## src/rtl/rxirq_pkg.sv

```systemverilog
package rxirq_pkg;
    typedef logic [7:0] rx_byte_t;

    typedef enum logic {
        MODE_HOLD  = 1'b0,
        MODE_QUEUE = 1'b1
    } rx_mode_e;
endpackage

```

## src/rtl/rxq_store.sv

```systemverilog
module rxq_store
    import rxirq_pkg::*;
#(
    parameter int DEPTH = 16
) (
    input  logic                       clk,
    input  logic                       rst_n,
    input  logic                       flush,
    input  logic                       push,
    input  logic                       pop,
    input  rx_byte_t                   din,
    output rx_byte_t                   head,
    output logic [$clog2(DEPTH+1)-1:0] count
);
    localparam int AW = $clog2(DEPTH);
    localparam int CW = $clog2(DEPTH + 1);

    typedef struct packed {
        logic [DEPTH-1:0][7:0] mem;
        logic [AW-1:0]         wp;
        logic [AW-1:0]         rp;
        logic [CW-1:0]         cnt;
    } store_t;

    store_t st_d, st_q;

    always_comb begin
        st_d = st_q;
        if (flush) begin
            st_d.wp  = '0;
            st_d.rp  = '0;
            st_d.cnt = '0;
        end else begin
            if (push) begin
                st_d.mem[st_q.wp] = din;
                st_d.wp = (st_q.wp == AW'(DEPTH - 1)) ? '0 : st_q.wp + 1'b1;
            end
            if (pop) begin
                st_d.rp = (st_q.rp == AW'(DEPTH - 1)) ? '0 : st_q.rp + 1'b1;
            end
            case ({push, pop})
                2'b10:   st_d.cnt = st_q.cnt + 1'b1;
                2'b01:   st_d.cnt = st_q.cnt - 1'b1;
                default: st_d.cnt = st_q.cnt;
            endcase
        end
    end

    always_ff @(posedge clk) begin
        if (!rst_n) st_q <= '0;
        else        st_q <= st_d;
    end

    assign head  = (st_q.cnt == '0) ? '0 : st_q.mem[st_q.rp];
    assign count = st_q.cnt;
endmodule

```

## src/rtl/rxq_char_timer.sv

```systemverilog
module rxq_char_timer #(
    parameter int TICKS_PER_CHAR = 10,
    parameter int CHARS          = 3
) (
    input  logic clk,
    input  logic rst_n,
    input  logic restart,
    input  logic run,
    input  logic tick,
    output logic expire
);
    localparam int LIMIT = TICKS_PER_CHAR * CHARS;
    localparam int TW    = $clog2(LIMIT + 1);

    typedef struct packed {
        logic [TW-1:0] cnt;
    } tmr_t;

    tmr_t st_d, st_q;

    always_comb begin
        st_d   = st_q;
        expire = 1'b0;
        if (restart || !run) begin
            st_d.cnt = '0;
        end else if (tick) begin
            if (st_q.cnt == TW'(LIMIT - 1)) begin
                expire   = 1'b1;
                st_d.cnt = '0;
            end else begin
                st_d.cnt = st_q.cnt + 1'b1;
            end
        end
    end

    always_ff @(posedge clk) begin
        if (!rst_n) st_q <= '0;
        else        st_q <= st_d;
    end
endmodule

```

## src/rtl/uart_rx_irq_buffer.sv

```systemverilog
module uart_rx_irq_buffer
    import rxirq_pkg::*;
#(
    parameter int DEPTH          = 16,
    parameter int TICKS_PER_CHAR = 10,
    parameter int TIMEOUT_CHARS  = 3
) (
    input  logic       clk,
    input  logic       rst_n,
    input  logic       rx_valid,
    input  logic [7:0] rx_byte,
    input  logic       bit_tick,
    input  logic       fifo_en,
    input  logic       rd_stb,
    input  logic       ovr_clr,
    output logic [7:0] rd_data,
    output logic       empty,
    output logic       irq,
    output logic       overrun
);
    localparam int CW   = $clog2(DEPTH + 1);
    localparam int HALF = DEPTH / 2;

    typedef struct packed {
        rx_mode_e mode;
        logic     irq_lat;
        logic     ovr;
    } ctl_t;

    ctl_t st_d, st_q;

    logic [CW-1:0] count;
    logic [CW-1:0] cnt_next;
    rx_byte_t      head;
    logic          mode_chg, full, push, pop, drop, expire, is_queue;

    assign is_queue = (st_q.mode == MODE_QUEUE);
    assign mode_chg = (rx_mode_e'(fifo_en) != st_q.mode);
    assign full     = is_queue ? (count >= CW'(DEPTH)) : (count != '0);
    assign pop      = rd_stb && (count != '0) && !mode_chg;
    assign push     = rx_valid && !mode_chg && (!full || pop);
    assign drop     = rx_valid && !mode_chg && !push;

    always_comb begin
        cnt_next = count;
        if (mode_chg)         cnt_next = '0;
        else if (push && !pop) cnt_next = count + 1'b1;
        else if (pop && !push) cnt_next = count - 1'b1;
    end

    always_comb begin
        st_d      = st_q;
        st_d.mode = rx_mode_e'(fifo_en);
        if (mode_chg || cnt_next == '0)
            st_d.irq_lat = 1'b0;
        else if (is_queue && (cnt_next >= CW'(HALF) || expire))
            st_d.irq_lat = 1'b1;
        if (drop)         st_d.ovr = 1'b1;
        else if (ovr_clr) st_d.ovr = 1'b0;
    end

    always_ff @(posedge clk) begin
        if (!rst_n) st_q <= '{mode: MODE_HOLD, irq_lat: 1'b0, ovr: 1'b0};
        else        st_q <= st_d;
    end

    rxq_store #(.DEPTH(DEPTH)) u_store (
        .clk   (clk),
        .rst_n (rst_n),
        .flush (mode_chg),
        .push  (push),
        .pop   (pop),
        .din   (rx_byte),
        .head  (head),
        .count (count)
    );

    rxq_char_timer #(
        .TICKS_PER_CHAR (TICKS_PER_CHAR),
        .CHARS          (TIMEOUT_CHARS)
    ) u_timer (
        .clk     (clk),
        .rst_n   (rst_n),
        .restart (push || pop || mode_chg),
        .run     (is_queue && count != '0),
        .tick    (bit_tick),
        .expire  (expire)
    );

    assign rd_data = head;
    assign empty   = (count == '0);
    assign irq     = is_queue ? st_q.irq_lat : (count != '0);
    assign overrun = st_q.ovr;
endmodule

```

## config.mk

```make
export PLATFORM = sky130hd
export DESIGN_NAME = uart_rx_irq_buffer
export DESIGN_NICKNAME = d
export VERILOG_FILES = /design/src/rtl/rxirq_pkg.sv /design/src/rtl/rxq_store.sv /design/src/rtl/rxq_char_timer.sv /design/src/rtl/uart_rx_irq_buffer.sv
export SDC_FILE = /design/constraint.sdc
export NUM_CORES = 1
export LEC_CHECK = 0
export ABC_AREA = 1
export BUFFER_PORTS_ARGS = -buffer_cell sky130_fd_sc_hd__buf_2
export CAP_MARGIN = 10
export CORE_MARGIN = 1
export CORE_UTILIZATION = 38
export DETAILED_ROUTE_END_ITERATION = 12
export GPL_TIMING_DRIVEN = 0
export SETUP_SLACK_MARGIN = 0.05
export SLEW_MARGIN = 20
export SYNTH_ARGS = -nofsm -noshare
export SYNTH_HDL_FRONTEND = slang
export SYNTH_SLANG_ARGS = --single-unit
```

## constraint.sdc

```tcl
create_clock -name clk -period 4.18 [get_ports clk]
set_input_delay 1.045 -clock clk [delete_from_list [all_inputs] [get_ports clk]]
set_output_delay 1.045 -clock clk [all_outputs]
set_load 0.05 [all_outputs]
```

==> results.txt, run 1 <==
status - completed
Synth Area in XOR/XNOR - 0.0131
CTS tree - built
sequential share of power - 0.411
CTS buffer count - 17
die area - 21600 sq um
slowest stage delay, CP - 590 ps
Multi-input gate area - 3980 sq um
Gate power share - 0.134
crit path kind - reg -> out
max-slew violation count - 0
Detailed Route WL - 23100 um
GR Util met2 - 0.355
worst vdd ir - 0.291 mV
commonest non-fill, non-tap cell in the layout - nand2_1
Final Critical Period - 3880 ps
Critical Path Sink - rd_data[7]
dpl hpwl - 16200 um
FF/Latch Area - 2980 sq um
Ys Warns - 0
buffers from clock root to sink, at most - 2
critical path arrival - 2840 ps
Syn Area/Cell - 6.20 sq um
Netlist Area Pre-Place - 8000 sq um
post-synthesis compound-gate area fraction - 0.101
Worst-path clk slew - 60 ps
pin count of the biggest net entering global routing - 17
fin worst setup slack - 297 ps
FF-to-FF End - u_store.count[2]
type of the worst min-delay path - reg -> reg
Primary FF master, synth - dfxtp_1
Via density - 4.74
Post-route DRC - 0
drt wl/cell - 14.3 um
Mapped Nets - 1319
die height - 147 um
Hold Buf Count CTS - 0
Fin. Hold Viols - 0
number of synthesized flops with an enable pin - 0
Worst path most repeated cell - nand2_1
LEAKAGE - 0.00450 uW
Placer Congestion - 0.871
Final Power - 3550 uW
delay-heaviest family, CP - buffers and inverters
Net Sw Frac - 0.283
Yosys reg bits - 149
Synth top area share - 0.373
CP Cell Sequence - inv_1 > clkbuf_1 > buf_1 > o21ai_0 > nand2_1 > nand2_1 > nand2_1 > inv_1 > a21oi_1 > buf_2
grt peak-use layer - met2
Worst setup SP type - flop
vias in the first global route - 6894
Critical Path Stages - 10
crit path from - u_store.st_q[5]
Pre-antenna DRT Iters - 5
Worst-Skew Late Latency - 430 ps
CP max FO - 10
fill count - 2236
Crit-path slowest cell - buf_1
combinational family with the most area after synthesis - simple AND/OR/NAND/NOR gates
Sw Pwr - 1000 uW
DRT iter0 DRCs - 588
Seq/Total Area, Yosys - 0.373
Total Routing Usage GR - 0.222
Buf/Inv on CP - 5
ANT nets after route - 0
Num Clock Sinks - 149
Initial Util - 0.391
initial antenna violation count - 0
met1 Resource Use GR - 0.302
cells after synthesis - 1290
post-CTS resize count - 0
setup TNS - 0 ps
first-pass GRT wire length - 37100 um
Reg2Reg Launch Point - u_store.count[0]
Final Setup Violations - 0
setup bufs post-CTS - 0
DR vias - 7617
Area Overhead vs Synth - 12.9%
r2r setup slk - 1430 ps
Site Rows - 52
fin nets - 1354
WP data required - 3130 ps
CTS root buf - clkbuf_16
Post-Synth Adder-Cell Area - 0.0219
DIE WIDTH - 147 um
Slew headroom - 0.431
Synth Area in Simple Gates - 0.362
fmax - 258 MHz
final instance area - 9020 sq um
Clk pwr share - 0.454
Int Power - 2540 uW
Port Buffers - 16
DP Area - 8410 sq um
synth top area cells - dfxtp_1, nand2_1, nor2_1, inv_1, a21oi_1
Core Box Area - 20400 sq um
fraction of registers with async set/reset - 0
clock skew - 6.54 ps
CP endpoint kind - primary output
H-tree levels - 4
Final Cycle Share - 0.929
Slew @ Worst Pin - 853 ps
Synth cell types - 28
layout cell share with drive strength beyond 1 - 0.0643
RSZ-0062 raised after global routing - no
most frequent cells in the layout - nand2_1, nor2_1, inv_1
area leader, netlist - dfxtp_1
total gr overflow - 0
pwr dens - 393 nW/um^2
Worst R2R Path Depth - 12
met3 Use GR - 0.0363
DP Worst Slack - 762 ps
# Max-Cap Violations - 0
mux cell area share after synthesis - 0
Ant. Diodes - 0
I/O Pins - 26
logic make-up (layout without fill, tap and decap cells):
logic type / Yosys count / after routing
xor+xnor: 12 / 12
flops: 149 / 149
compound gates: 158 / 158
fa+ha+maj: 14 / 14
buf+inv: 247 / 295
simple gates: 710 / 710
layer usage:
metal  wire length [um]  vias up  part of all wire
li1                   -     3959                 -
met5                  0        -                 0
met4                417        0             0.018
met1              11000     3452              0.48
met2              10600      167              0.46
met3               1040       39             0.045
flip-flops by register name, summed over array words and instances (netlist names):
name and flops:
u_store.count 5, overrun 1, st_q 1, u_store.st_q 136
u_timer.st_q 5, is_queue 1
worst min-delay path, cell delays in order (launching register included):
cell and delay (ps):
dfxtp_1 310, nand2_1 60, a21boi_0 60
power by group through the flow:
stage	combinational, uW	sequential (uW)	clock, uW
finish	477	1460	1610
global route	527	1460	1680
CTS	477	1460	1630
detailed placement	473	1490	0
global placement	469	1490	0
floorplan	341	1490	0
worst min-delay path by stage:
| stage | from | to | slack, ps | cells past startpoint |
|---|---|---|---|---|
| floorplan | u_timer.st_q[1] | u_timer.st_q[1] | 470 | 2 |
| global placement | overrun | overrun | 480 | 2 |
| detailed placement | overrun | overrun | 480 | 2 |
| CTS | overrun | overrun | 490 | 2 |
| global route | overrun | overrun | 510 | 2 |
| finish | overrun | overrun | 480 | 2 |
area by class of cell:
cell class	count	share of cell area
Multi-Input combinational cell	894	0.441
Tap cell	270	0.0374
Sequential cell	149	0.331
Clock buffer	21	0.0510
Timing Repair Buffer	16	0.00887
Inverter	174	0.0724
Buffer	73	0.0420
Clock inverter	11	0.0166
cell usage after synthesis, types with 4 or more instances:
library cell  number
nand2_1          346
nor2_1           293
inv_1            171
dfxtp_1          149
a21oi_1           82
o21ai_0           71
nand3_1           50
clkbuf_1          39
buf_2             14
ha_1              14
buf_1              9
buf_6              9
nand3_4            9
xor2_1             8
xnor2_1            4
per-stage QoR:
stage	instances	util	hold WS, ps
after floorplan	1290	-	469
final	1608	0.442	483
after detailed placement	1576	0.412	478
after global placement	1576	0.412	475
after CTS	1608	0.442	487
after global routing	1608	0.442	506
Note: power is estimated with default switching activity, not from simulation.
==> inputs of run 2 (changes only) <==
- ABC_AREA: 1 -> unset
==> run 2 against run 1 <==
Against the previous run:
- sequential share of layout area increased by 3.4 points
- clock-buffer cell count decreased by 1
- non-clock buffer count decreased by 11
- register-to-register slack got worse by 470 ps
- synthesized cell count decreased by 47%
- highest routed layer unchanged
==> results.txt, run 2 <==
DRT iter0 DRCs - 344 (was 588)
H-tree levels - 4 (unchanged)
Num Clock Sinks - 149 (unchanged)
Port Buffers - 23 (was 16)
Crit-path slowest cell - clkbuf_1 (was buf_1)
WP data required - 3130 ps (about the same)
fill count - 1678 (was 2236)
area leader, netlist - dfxtp_1 (unchanged)
commonest non-fill, non-tap cell in the layout - dfxtp_1 (was nand2_1)
status - completed (unchanged)
I/O Pins - 26 (unchanged)
die area - 19400 sq um (was 21600 sq um)
Final Cycle Share - 0.949 (was 0.929)
DIE WIDTH - 139 um (was 147 um)
most frequent cells in the layout - dfxtp_1, nand2_1, mux2i_1 (was nand2_1, nor2_1, inv_1)
delay-heaviest family, CP - buffers and inverters (unchanged)
Slew headroom - 0.473 (was 0.431)
Core Box Area - 18200 sq um (was 20400 sq um)
setup TNS - 0 ps (unchanged)
Hold Buf Count CTS - 0 (unchanged)
Final Setup Violations - 0 (unchanged)
clock skew - 10.7 ps (was 6.54 ps)
Reg with most FFs - u_store.st_q (unchanged)
LEAKAGE - 0.00313 uW (was 0.00450 uW)
total gr overflow - 0 (unchanged)
# Max-Cap Violations - 0 (unchanged)
Site Rows - 49 (was 52)
dpl hpwl - 13100 um (was 16200 um)
Buf/Inv on CP - 3 (was 5)
Initial Util - 0.394 (was 0.391)
Via density - 5.39 (was 4.74)
CTS tree - built (unchanged)
Pre-antenna DRT Iters - 4 (was 5)
buffers from clock root to sink, at most - 2 (unchanged)
Total Routing Usage GR - 0.201 (was 0.222)
synth top area cells - dfxtp_1, mux2i_1, mux4_2, nand2_1, ha_1 (was dfxtp_1, nand2_1, nor2_1, inv_1, a21oi_1)
RSZ-0062 raised after global routing - no (unchanged)
CTS root buf - clkbuf_16 (unchanged)
first-pass GRT wire length - 29300 um (was 37100 um)
number of synthesized flops with an enable pin - 0 (unchanged)
CP Cell Sequence - clkbuf_1 > clkbuf_1 > mux4_2 > mux2i_1 > o22ai_1 > buf_2 (was inv_1 > clkbuf_1 > buf_1 > o21ai_0 > nand2_1 > nand2_1 > nand2_1 > inv_1 > a21oi_1 > buf_2)
fin nets - 750 (was 1354)
top cells by count, synth - dfxtp_1, nand2_1, mux2i_1, clkbuf_1, mux4_2 (was nand2_1, nor2_1, inv_1, dfxtp_1, a21oi_1)
Area Overhead vs Synth - 14.2% (was 12.9%)
vias in the first global route - 5275 (was 6894)
CTS buffer count - 17 (unchanged)
drt wl/cell - 19.3 um (was 14.3 um)
DP Area - 7570 sq um (was 8410 sq um)
CP endpoint kind - primary output (unchanged)
Fin. Hold Viols - 0 (unchanged)
Syn Area/Cell - 10.6 sq um (was 6.20 sq um)
worst vdd ir - 0.220 mV (was 0.291 mV)
Seq/Total Area, Yosys - 0.416 (was 0.373)
Worst-Skew Late Latency - 430 ps (about the same)
Ys Warns - 0 (unchanged)
Synth top area share - 0.416 (was 0.373)
initial antenna violation count - 0 (unchanged)
Largest register FFs - 136 (unchanged)
max-slew violation count - 0 (unchanged)
setup bufs post-CTS - 0 (unchanged)
Placer Congestion - 0.792 (was 0.871)
fraction of registers with async set/reset - 0 (unchanged)
die height - 139 um (was 147 um)
Primary FF master, synth - dfxtp_1 (unchanged)
Netlist Area Pre-Place - 7170 sq um (was 8000 sq um)
Final Critical Period - 3970 ps (was 3880 ps)
DR vias - 5192 (was 7617)
Worst path most repeated cell - clkbuf_1 (was nand2_1)
Slew @ Worst Pin - 791 ps (was 853 ps)
layout cell share with drive strength beyond 1 - 0.165 (was 0.0643)
post-CTS resize count - 0 (unchanged)
critical path arrival - 2920 ps (was 2840 ps)
Synth cell types - 55 (was 28)
cells after synthesis - 679 (was 1290)
pwr dens - 398 nW/um^2 (was 393 nW/um^2)
CP max FO - 10 (unchanged)
Ant. Diodes - 0 (unchanged)
Detailed Route WL - 18600 um (was 23100 um)
final instance area - 8180 sq um (was 9020 sq um)
top-count cell post-synth - dfxtp_1 (was nand2_1)
Mapped Nets - 708 (was 1319)
Worst-path clk slew - 60 ps (about the same)
pin count of the biggest net entering global routing - 17 (unchanged)
ANT nets after route - 0 (unchanged)
Yosys reg bits - 149 (unchanged)
type of the worst min-delay path - reg -> reg (unchanged)
crit path kind - reg -> out (unchanged)
Post-route DRC - 0 (unchanged)
slowest stage delay, CP - 660 ps (was 590 ps)
fmax - 252 MHz (was 258 MHz)
Worst setup SP type - flop (unchanged)
## run 2: cell count changes in the layout (fill, tap and decap cells not counted), moves of 9 or more
| cell | delta |
|---|---|
| o21ai_0 | -66 |
| a21oi_1 | -78 |
| nand3_1 | -41 |
| nand2_1 | -198 |
| mux4_2 | +32 |
| and3_1 | +9 |
| nor2_1 | -279 |
| inv_1 | -161 |
| mux2i_1 | +145 |
## run 2: cells by family after synthesis
kind of cell / synth area share
and+or+nand+nor: 0.153
muxes: 0.306
DFF: 0.416
buffers and inverters: 0.0442
AOI/OAI and AO/OA: 0.0334
xor gates and xnor gates: 0.0222
adders and majority gates: 0.0244
## run 2: area by class of cell
cell class                      count  area (sq um)  share of cell area
Tap cell                          229           287              0.0350
Inverter                           11          43.8             0.00535
Buffer                             55           273              0.0333
Sequential cell                   149          2980               0.365
Clock buffer                       20           447              0.0546
Multi-Input combinational cell    464          3870               0.472
Timing Repair Buffer               23           115              0.0141
Clock inverter                     12           169              0.0206
## run 2: per-layer routing
layer | wire length (um) | global-route usage | vias to the layer above
met5 | 0 | 0 | -
met4 | 302 | 0.0649 | 0
met3 | 839 | 0.0451 | 22
met2 | 9240 | 0.347 | 113
met1 | 8180 | 0.247 | 2583
li1 | - | - | 2474
## run 2: worst reg2reg max path, cell delays in order, from the launching register on
cell,delay (ps)
dfxtp_1,340
clkbuf_1,300
inv_1,130
ha_1,240
nor3b_2,180
o2111ai_4,450
inv_4,100
buf_12,180
ha_1,280
nand3b_1,210
o311ai_0,380
o311a_1,240
o32ai_1,60
## run 2: through the flow
stage,hold slack [ps],power [uW],setup WS [ps],cells,utilization
detailed placement,447,1690,705,931,0.416
floorplan,432,1620,993,679,-
finish,456,3250,215,963,0.449
CTS,457,3280,239,963,0.449
global placement,439,1690,679,931,0.416
global route,470,3360,112,963,0.449
## run 2: worst paths after layout
check              startpoint               end  slack, ps  depth (start not counted)
min          u_store.st_q[20]  u_store.st_q[20]        460                          2
max reg2reg  u_store.count[0]           st_q[1]        960                         12
max           u_store.st_q[6]        rd_data[3]        210                          6
min reg2reg  u_store.st_q[20]  u_store.st_q[20]        460                          2
## run 2: report_power, final
part           total, uW  switching [uW]  internal [uW]  leakage (uW)
logic                225             152           72.9       0.00163
registers           1440            6.49           1430       0.00120
clock network       1590             626            966      0.000293
